File: src/rtl/unpk_pkg.sv
package unpk_pkg;
  typedef enum logic [1:0] {CW8, CW16, CW32} cw_e;

  function automatic cw_e decode_type(input logic [2:0] t);
    case (t)
      3'd0:    return CW8;
      3'd2:    return CW16;
      default: return CW32;
    endcase
  endfunction
endpackage

File: src/rtl/unpk_ctrl.sv
module unpk_ctrl
  import unpk_pkg::*;
#(
  parameter int IDX_W = 3
) (
  input  logic             clk_i,
  input  logic             rst_ni,
  input  cw_e              cw_i,
  input  logic             stereo_i,
  input  logic             word_valid_i,
  output logic             word_ready_o,
  output logic             load_o,
  output logic [IDX_W-1:0] idx_o,
  output logic             smp_valid_o,
  input  logic             smp_ready_i,
  output logic             chan_o
);
  logic             full_q, rep_q, chan_q;
  logic [IDX_W-1:0] idx_q, last_idx;
  logic             fire;

  always_comb begin
    case (cw_i)
      CW8:     last_idx = IDX_W'(7);
      CW16:    last_idx = IDX_W'(3);
      default: last_idx = IDX_W'(1);
    endcase
  end

  assign word_ready_o = !full_q;
  assign load_o       = word_valid_i && !full_q;
  assign smp_valid_o  = full_q;
  assign fire         = full_q && smp_ready_i;
  assign idx_o        = idx_q;
  assign chan_o       = chan_q;

  always_ff @(posedge clk_i or negedge rst_ni) begin
    if (!rst_ni) begin
      full_q <= 1'b0;
      rep_q  <= 1'b0;
      chan_q <= 1'b0;
      idx_q  <= '0;
    end else if (load_o) begin
      full_q <= 1'b1;
      rep_q  <= 1'b0;
      idx_q  <= '0;
    end else if (fire) begin
      chan_q <= !chan_q;
      if (!stereo_i && !rep_q) begin
        rep_q <= 1'b1;
      end else begin
        rep_q <= 1'b0;
        if (idx_q == last_idx) full_q <= 1'b0;
        else                   idx_q  <= idx_q + 1'b1;
      end
    end
  end

  a_r7_tag_toggle: assert property (@(posedge clk_i) disable iff (!rst_ni)
    (smp_valid_o && smp_ready_i) |=> (chan_o != $past(chan_o)));
  a_r8_load_busy: assert property (@(posedge clk_i) disable iff (!rst_ni)
    (word_valid_i && word_ready_o) |=> (smp_valid_o && !word_ready_o));
  a_r6_mono_pair: assert property (@(posedge clk_i) disable iff (!rst_ni)
    (smp_valid_o && smp_ready_i && !stereo_i && !chan_o) |=> (smp_valid_o && chan_o && $stable(idx_o)));
  a_r2_idx_range: assert property (@(posedge clk_i) disable iff (!rst_ni)
    smp_valid_o |-> (idx_o <= last_idx));
endmodule

File: src/rtl/unpk_slot_sel.sv
module unpk_slot_sel
  import unpk_pkg::*;
#(
  parameter int WORD_W = 64,
  parameter int IDX_W  = 3
) (
  input  logic [WORD_W-1:0] word_i,
  input  cw_e               cw_i,
  input  logic [IDX_W-1:0]  idx_i,
  output logic [31:0]       slot_o
);
  localparam int N8  = WORD_W / 8;
  localparam int N16 = WORD_W / 16;
  localparam int N32 = WORD_W / 32;

  logic [7:0]  l8  [N8];
  logic [15:0] l16 [N16];
  logic [31:0] l32 [N32];

  for (genvar g = 0; g < N8; g++)  begin : g_l8  assign l8[g]  = word_i[8*g  +: 8];  end
  for (genvar g = 0; g < N16; g++) begin : g_l16 assign l16[g] = word_i[16*g +: 16]; end
  for (genvar g = 0; g < N32; g++) begin : g_l32 assign l32[g] = word_i[32*g +: 32]; end

  always_comb begin
    slot_o = '0;
    case (cw_i)
      CW8:     for (int i = 0; i < N8; i++)  if (idx_i == IDX_W'(i)) slot_o = {24'd0, l8[i]};
      CW16:    for (int i = 0; i < N16; i++) if (idx_i == IDX_W'(i)) slot_o = {16'd0, l16[i]};
      default: for (int i = 0; i < N32; i++) if (idx_i == IDX_W'(i)) slot_o = l32[i];
    endcase
  end
endmodule

File: src/rtl/unpk_align.sv
module unpk_align
  import unpk_pkg::*;
#(
  parameter int OUT_W = 24,
  parameter int MSB_W = 5
) (
  input  logic [31:0]      slot_i,
  input  cw_e              cw_i,
  input  logic [MSB_W-1:0] msb_i,
  output logic [OUT_W-1:0] smp_o
);
  localparam logic [MSB_W-1:0] TOP = MSB_W'(OUT_W - 1);

  logic [MSB_W-1:0] cap, m;
  logic [31:0]      keep, sh;

  always_comb begin
    case (cw_i)
      CW8:     cap = MSB_W'(7);
      CW16:    cap = MSB_W'(15);
      default: cap = MSB_W'(31);
    endcase
    m    = (msb_i > cap) ? cap : msb_i;
    keep = slot_i & (32'hFFFF_FFFF >> (MSB_W'(31) - m));
    if (m <= TOP) sh = keep << (TOP - m);
    else          sh = keep >> (m - TOP);
    smp_o = sh[OUT_W-1:0];
  end
endmodule

File: src/rtl/sample_unpacker.sv
module sample_unpacker
  import unpk_pkg::*;
#(
  parameter int WORD_W = 64,
  parameter int OUT_W  = 24,
  parameter int MSB_W  = 5,
  parameter int MASK_W = 8
) (
  input  logic              clk_i,
  input  logic              rst_ni,
  input  logic [2:0]        fmt_type_i,
  input  logic [MSB_W-1:0]  msb_pos_i,
  input  logic [MASK_W-1:0] chan_mask_i,
  input  logic [WORD_W-1:0] word_i,
  input  logic              word_valid_i,
  output logic              word_ready_o,
  output logic [OUT_W-1:0]  smp_o,
  output logic              smp_chan_o,
  input  logic              smp_ready_i
  ,output logic             smp_valid_o
);
  localparam int IDX_W = $clog2(WORD_W / 8);

  cw_e               cw;
  logic              load;
  logic [IDX_W-1:0]  idx;
  logic [WORD_W-1:0] word_q;
  logic [31:0]       slot;

  assign cw = decode_type(fmt_type_i);

  always_ff @(posedge clk_i or negedge rst_ni) begin
    if (!rst_ni)   word_q <= '0;
    else if (load) word_q <= word_i;
  end

  unpk_ctrl #(.IDX_W(IDX_W)) u_ctrl (
    .clk_i, .rst_ni, .cw_i(cw), .stereo_i(chan_mask_i[1]),
    .word_valid_i, .word_ready_o, .load_o(load), .idx_o(idx),
    .smp_valid_o, .smp_ready_i, .chan_o(smp_chan_o)
  );

  unpk_slot_sel #(.WORD_W(WORD_W), .IDX_W(IDX_W)) u_sel (
    .word_i(word_q), .cw_i(cw), .idx_i(idx), .slot_o(slot)
  );

  unpk_align #(.OUT_W(OUT_W), .MSB_W(MSB_W)) u_align (
    .slot_i(slot), .cw_i(cw), .msb_i(msb_pos_i), .smp_o(smp_o)
  );

  a_r9_hold: assert property (@(posedge clk_i) disable iff (!rst_ni)
    (smp_valid_o && !smp_ready_i) |=> (smp_valid_o && $stable(smp_o) && $stable(smp_chan_o)));
  a_r2_byte_low_zero: assert property (@(posedge clk_i) disable iff (!rst_ni)
    (smp_valid_o && fmt_type_i == 3'd0) |-> (smp_o[15:0] == 16'd0));
  a_r5_low_zero: assert property (@(posedge clk_i) disable iff (!rst_ni)
    (smp_valid_o && msb_pos_i < 5'd16) |-> (smp_o[7:0] == 8'd0));
  a_r1_idle_ready: assert property (@(posedge clk_i) disable iff (!rst_ni)
    !smp_valid_o |-> word_ready_o);
endmodule

File: config.mk
export PLATFORM = sky130hd
export DESIGN_NAME = sample_unpacker
export DESIGN_NICKNAME = d
export VERILOG_FILES = /design/src/rtl/unpk_pkg.sv /design/src/rtl/unpk_ctrl.sv /design/src/rtl/unpk_slot_sel.sv /design/src/rtl/unpk_align.sv /design/src/rtl/sample_unpacker.sv
export SDC_FILE = /design/constraint.sdc
export NUM_CORES = 1
export LEC_CHECK = 0
export CAP_MARGIN = 0
export CORE_ASPECT_RATIO = 1.25
export CORE_MARGIN = 8
export CORE_UTILIZATION = 35
export DETAILED_ROUTE_END_ITERATION = 8
export DONT_BUFFER_PORTS = 1
export PLACE_DENSITY = 0.49
export SLEW_MARGIN = 25
export SYNTH_ARGS = -nofsm -noshare
export SYNTH_HDL_FRONTEND = slang
export SYNTH_HIERARCHICAL = 1
export SYNTH_SLANG_ARGS = --single-unit
File: constraint.sdc
create_clock -name clk_i -period 11 [get_ports clk_i]
set_clock_uncertainty 0.05 [all_clocks]
set_input_delay 2.2 -clock clk_i [delete_from_list [all_inputs] [get_ports clk_i]]
set_output_delay 2.2 -clock clk_i [all_outputs]
set_load 0.05 [all_outputs]
After elaboration in Yosys (flattened, before gate mapping). Cells that the tools add are included.

Add/sub/neg operators: 4. Bitwise operators: 2. Equality and inequality tests: 12. Reductions and logical operators: 15. Magnitude comparators: 2. Shift-type cells: 3. Muxes and demuxes: 31.

Operators with widths (count): two-way mux 16 bit (4); two-way mux 32 bit (2); two-way mux 8 bit (8); one-hot mux 32 bit (2 select lines) (1); AND 32 bit (1); left shift 32 x 5 -> 24 bit (1); >> shifter 32 x 5 -> 24 bit (1); >> shifter 32 x 5 -> 32 bit, first input constant (1); two-way mux 24 bit (1); equality test 3 bit, second input constant (4); two-way mux 3 bit (4); one-hot mux 5 bit (2 select lines) (1); subtractor 5 bit, first input constant (2); equality test 3 x 2 -> 1 bit, second input constant (3); two-way mux 1 bit (7); zero test 3 bit (2); one-hot mux 3 bit (2 select lines) (1); AND reduction 3 bit (2); > comparator 5 bit (1); <= comparator 5 bit, second input constant (1); two-way mux 5 bit (1); subtractor 5 bit, second input constant (1); zero test 1 bit (4); != test 2 bit, second input constant (2); 10 further kinds (13).

Word-level logic and storage cells: 74. Input bits: 84. Register bits: 70.

Logic depth before layout (Yosys ltp).
Depth in word-level cells: 13. Mapped depth: 20. Gate-level depth less buffers: 16.

Cells and area by module. The synthesis kept the hierarchy.

Modules (own cells, without submodules): unpk_align (area each 4119.0 um^2, cells an instance 604, instances 1, sequential area each 0.0 um^2); sample_unpacker (area each 2692.6 um^2, cells an instance 137, instances 1, sequential area each 1601.5 um^2); unpk_slot_sel (area each 1755.4 um^2, cells an instance 271, instances 1, sequential area each 0.0 um^2); unpk_ctrl (area each 350.3 um^2, cells an instance 34, instances 1, sequential area each 150.1 um^2).

Worst setup path after synthesis. No wires, ideal clock.

Kind: input to output. Start point: input port fmt_type_i[0]. End point: output port smp_o[18]. Data arrival time: 7.158 ns. Slack: 1.592 ns. Stages: 17. Cell sequence: or2_2 -> or2_2 -> inv_2 -> ha_1 -> a211o_1 -> buf_2 -> buf_2 -> buf_2 -> buf_2 -> ha_1 -> ha_1 -> clkinv_1 -> clkbuf_1 -> clkbuf_1 -> mux2i_1 -> nor2_1 -> o21ai_0.

Word-level cells in the longest chain between the ends: 11.

Ends and longest elaborated chain: start, declared (RTL line sample_unpacker.sv:11) `input logic [2:0] fmt_type_i,`; equality test 3 x 2 -> 1 bit / zero test 3 bit (equally long branches) (RTL line unpk_pkg.sv:5) `case (t)`; one-hot mux 2 bit (2 select lines) * (RTL line unpk_pkg.sv:5); equality test 2 x 1 -> 1 bit / zero test 2 bit (equally long branches) (RTL line unpk_slot_sel.sv:26, unpk_align.sv:18); one-hot mux 5 bit (2 select lines) (RTL line unpk_align.sv:18) `case (cw_i)`; > comparator 5 bit (RTL line unpk_align.sv:23) `m = (msb_i > cap) ? cap : msb_i;`; two-way mux 5 bit (RTL line unpk_align.sv:23); subtractor 5 bit (RTL line unpk_align.sv:24) `keep = slot_i & (32'hFFFF_FFFF >> (MSB_W'(31) - m));`; >> shifter 32 x 5 -> 32 bit (RTL line unpk_align.sv:24); AND 32 bit (RTL line unpk_align.sv:24); >> shifter 32 x 5 -> 24 bit / left shift 32 x 5 -> 24 bit (equally long branches) (RTL line unpk_align.sv:26, unpk_align.sv:25); two-way mux 24 bit * (RTL line unpk_align.sv:25) `if (m <= TOP) sh = keep << (TOP - m);`; end, declared (RTL line sample_unpacker.sv:17) `output logic [OUT_W-1:0] smp_o,`.

Every way passes the cells marked *; elsewhere a longest branch is shown, timed or not.

Worst setup path after layout.
Start point: input port fmt_type_i[0]. End point: output port smp_o[1].

Same word-level chain as after synthesis.

==> metrics <==
Fin. Hold Viols 0; row count between 60 and 70; Sw Ratio about half; top_reg_cell synth dfrtp_1; unrepaired setup endpoints after global routing no; Antenna Cells 0; Final ANT Viol Nets 0; clock-pin transition on the worst setup and hold timing paths roughly 50 ps; VDD IR max 0.177 mV; Final Cycle Share 86.6%; sw power 1.21 mW; gr busiest metal met2; routing usage on met1 26.6%; total CTS buffers 9; status finished clean; sequential area share after synthesis 19.6%; max-slew violation count 0; Design Area, Final 0.00945 mm^2; Synth Area in Adders 1.40%; drt first-iter violations 824; r2r startpoint u_ctrl/smp_valid_o$_DFFE_PN0P_; die area 0.0309 mm^2; TritonCTS clock tree built; Area Growth Syn to Fin 5.95%; vias in the first global route 8,390; Die Ht 194 um; final setup margin 1470 ps; Tightest Pin Transition 992 ps; post-CTS setup repair buffer count 0; fmax 105 MHz; Area after DPL 0.00910 mm^2; WHS 476 ps; 1st-pass router iterations 6; Final min period 9530 ps; Post-Place Setup Slack 1530 ps; WS Path Type in -> out; Seq cells post-synth 70; crit-path max FO 46; Longest Clk Path Bufs 2; starting density of the core 35.5%; Worst slew margin 33.9%; Top-Level Pins 111; final setup fails 0; xor and xnor area share after synthesis less than 1%; Worst Path Required 8750 ps; routability cong. 0.915; setup TNS 0 ps; cell area after synthesis 0.00892 mm^2; GRT Total Usage between 20% and 30%; simple-gate portion of the synthesized area 17.5%; die width 159 um; CTS Hold Buffers Added 0; Critical Path End Type primary output; Clock power frac 13.0%; post_cts resized 0; Logic pwr share 63.8%; startpoint class of the critical path input pin; DRT Wirelength 34.4 mm; Distinct cells, synth between 100 and 150; Core ar. 0.0251 mm^2; Ys Warns 6; initial antenna violation count 0; Flop pwr share about a quarter; syn_nets 1,140; cell-internal power 1.26 mW; met3 usage 2.66%; Syn Area/Cell between 8 and 9 um^2; crit path DAT 7280 ps; fillers about 2,600; Vias/cell roughly 6.5; Worst R2R Path Depth 3; Max Cap Viol 0; share of cells above drive strength 1 between 20% and 30%; Clock Sinks 70; leak pwr approximately 3.7 nW; first-pass GRT wire length about 53 mm; Nets 1,100; gate count of the mapped netlist 1,046; H-tree Lvls 3; hold depth 1; Power Dens Cells 262 mW/mm^2; largest family of logic cells by synthesized area compound AO/OA/AOI/OAI gates; EDFF count, synth 0; detailed-route via count 8,715; worst skew pair latency 330 ps; Hold Path Class reg -> reg; met2 Resource Use GR 36.0%; Setup crit start fmt_type_i[0]; GR Overflow Total 0; compound-gate portion of the synthesized area 32.5%; largest net degree at the start of global routing 71; drt drc 0; I/O Buffers 0; clk root buf clkbuf_16; HPWL Detailed 26.0 mm; post-synthesis mux area share a little over a fifth; worst hold start word_q[0]$_DFFE_PN0P_; routed len/inst 25.5 um; ys async rst share 100%
-- layout make-up --
type | count | area, um^2 | share of cell area [%]
Clock buffer | 13 | 270 | 2.86
Clock inverter | 3 | 65.1 | 0.689
Tap cell | 335 | 419 | 4.44
Inverter | 24 | 90.1 | 0.954
Sequential cell | 70 | 1750 | 18.6
Multi-Input combinational cell | 861 | 6530 | 69.1
Timing Repair Buffer | 40 | 317 | 3.35
-- cell usage after synthesis (5+ instances only) --
| cell | count | area (um^2) |
|---|---|---|
| nand2_1 | 85 | 319 |
| clkbuf_1 | 36 | 135 |
| nor3_1 | 22 | 110 |
| a221o_1 | 7 | 70.1 |
| a311oi_1 | 5 | 43.8 |
| inv_1 | 18 | 67.6 |
| buf_4 | 9 | 67.6 |
| o21ai_1 | 5 | 25.0 |
| mux2i_1 | 48 | 480 |
| buf_12 | 6 | 120 |
| o31ai_1 | 5 | 37.5 |
| nor2_1 | 79 | 297 |
| o211a_1 | 5 | 50.1 |
| mux2_4 | 60 | 901 |
| o32ai_1 | 7 | 61.3 |
| a22o_1 | 12 | 105 |
| a21o_1 | 9 | 67.6 |
| o211ai_1 | 34 | 255 |
| nand3_1 | 25 | 125 |
| and3_1 | 9 | 56.3 |
| dfrtp_1 | 70 | 1750 |
| a211o_1 | 13 | 114 |
| mux2_2 | 19 | 214 |
| a22oi_1 | 21 | 158 |
| mux4_2 | 11 | 248 |
| ha_1 | 10 | 125 |
| o22ai_1 | 28 | 175 |
| buf_6 | 9 | 101 |
| o21ai_0 | 78 | 390 |
| a31oi_1 | 16 | 100 |
| and2_1 | 6 | 37.5 |
| a211oi_1 | 22 | 165 |
| buf_2 | 27 | 135 |
| a32oi_1 | 5 | 43.8 |
| nor2b_1 | 28 | 175 |
| o21a_1 | 6 | 45.0 |
| a221oi_1 | 5 | 43.8 |
| nand2b_1 | 19 | 119 |
| a21oi_1 | 57 | 285 |
-- placed cells by master (no fill, tap or decap), types with 10 or more instances in the layout --
cell type	n
mux2_4	60
nand2b_1	19
ha_1	10
a211oi_1	22
mux2_2	19
o22ai_1	28
a31oi_1	16
nand2_1	85
a21oi_1	57
mux2i_1	48
o21ai_0	75
a22oi_1	21
nor3_1	22
nor2_1	79
a22o_1	12
inv_1	18
nor2b_1	27
dfrtp_1	68
mux4_2	11
o211ai_1	34
buf_4	38
a211o_1	13
nand3_1	25
-- critical path: stages --
cell      delay [ps]
or2_2            360
or2_2            380
inv_2            150
ha_1             320
a211o_1          190
buf_4            460
inv_1            490
ha_1             520
nor2b_1          200
nor2_1            60
a221oi_1         570
o21ai_1          280
mux2i_1          200
mux2i_1          150
mux2_2           310
o211ai_1         190
buf_4            230
-- sequential cells by signal, summed over array words and instances, names as in the netlist --
| signal | count |
|---|---|
| word_q | 64 |
| u_ctrl/rep_q | 1 |
| u_ctrl/smp_valid_o | 1 |
| u_ctrl/chan_o | 1 |
| u_ctrl/idx_o | 3 |
-- worst paths after layout --
| check | to | slack [ps] |
|---|---|---|
| setup / recovery | smp_o[1] | 1470 |
| hold / removal | word_q[0]$_DFFE_PN0P_ | 480 |
| setup reg to reg | word_q[62]$_DFFE_PN0P_ | 8400 |
| hold reg to reg | word_q[0]$_DFFE_PN0P_ | 480 |
| max in group asynchronous | word_q[52]$_DFFE_PN0P_ | 9250 |
| min in group asynchronous | u_ctrl/chan_o$_DFFE_PN0P_ | 1510 |
-- power by group through the flow --
stage | clock (mW) | combinational, mW | sequential, mW
after CTS | 0.330 | 1.55 | 0.575
after global placement | 0 | 1.54 | 0.577
after floorplan | 0 | 1.24 | 0.502
final | 0.320 | 1.58 | 0.575
after detailed placement | 0 | 1.54 | 0.578
after global routing | 0.339 | 1.69 | 0.594
-- cell families after synthesis --
family | Yosys count
flip-flops | 70
buffers and inverters | 115
multiplexers | 140
adder cells (fa/ha/maj) | 10
XOR/XNOR | 3
AND/OR/NAND/NOR | 310
AO/OA/AOI/OAI | 398
-- through the flow --
step,std cells,util (%),power [mW]
final,1346,37.6,2.47
after global routing,1346,37.6,2.62
after CTS,1345,37.6,2.45
after detailed placement,1329,36.2,2.12
after global placement,1329,36.2,2.11
after floorplan,1046,-,1.74
-- layer usage --
metal / up-vias / wire length [um]
met2: 411 / 16500
met1: 4263 / 14100
li1: 3946 / -
met3: 95 / 2210
met5: - / 0
met4: 0 / 1560
Power figures use the tool's default switching activity.
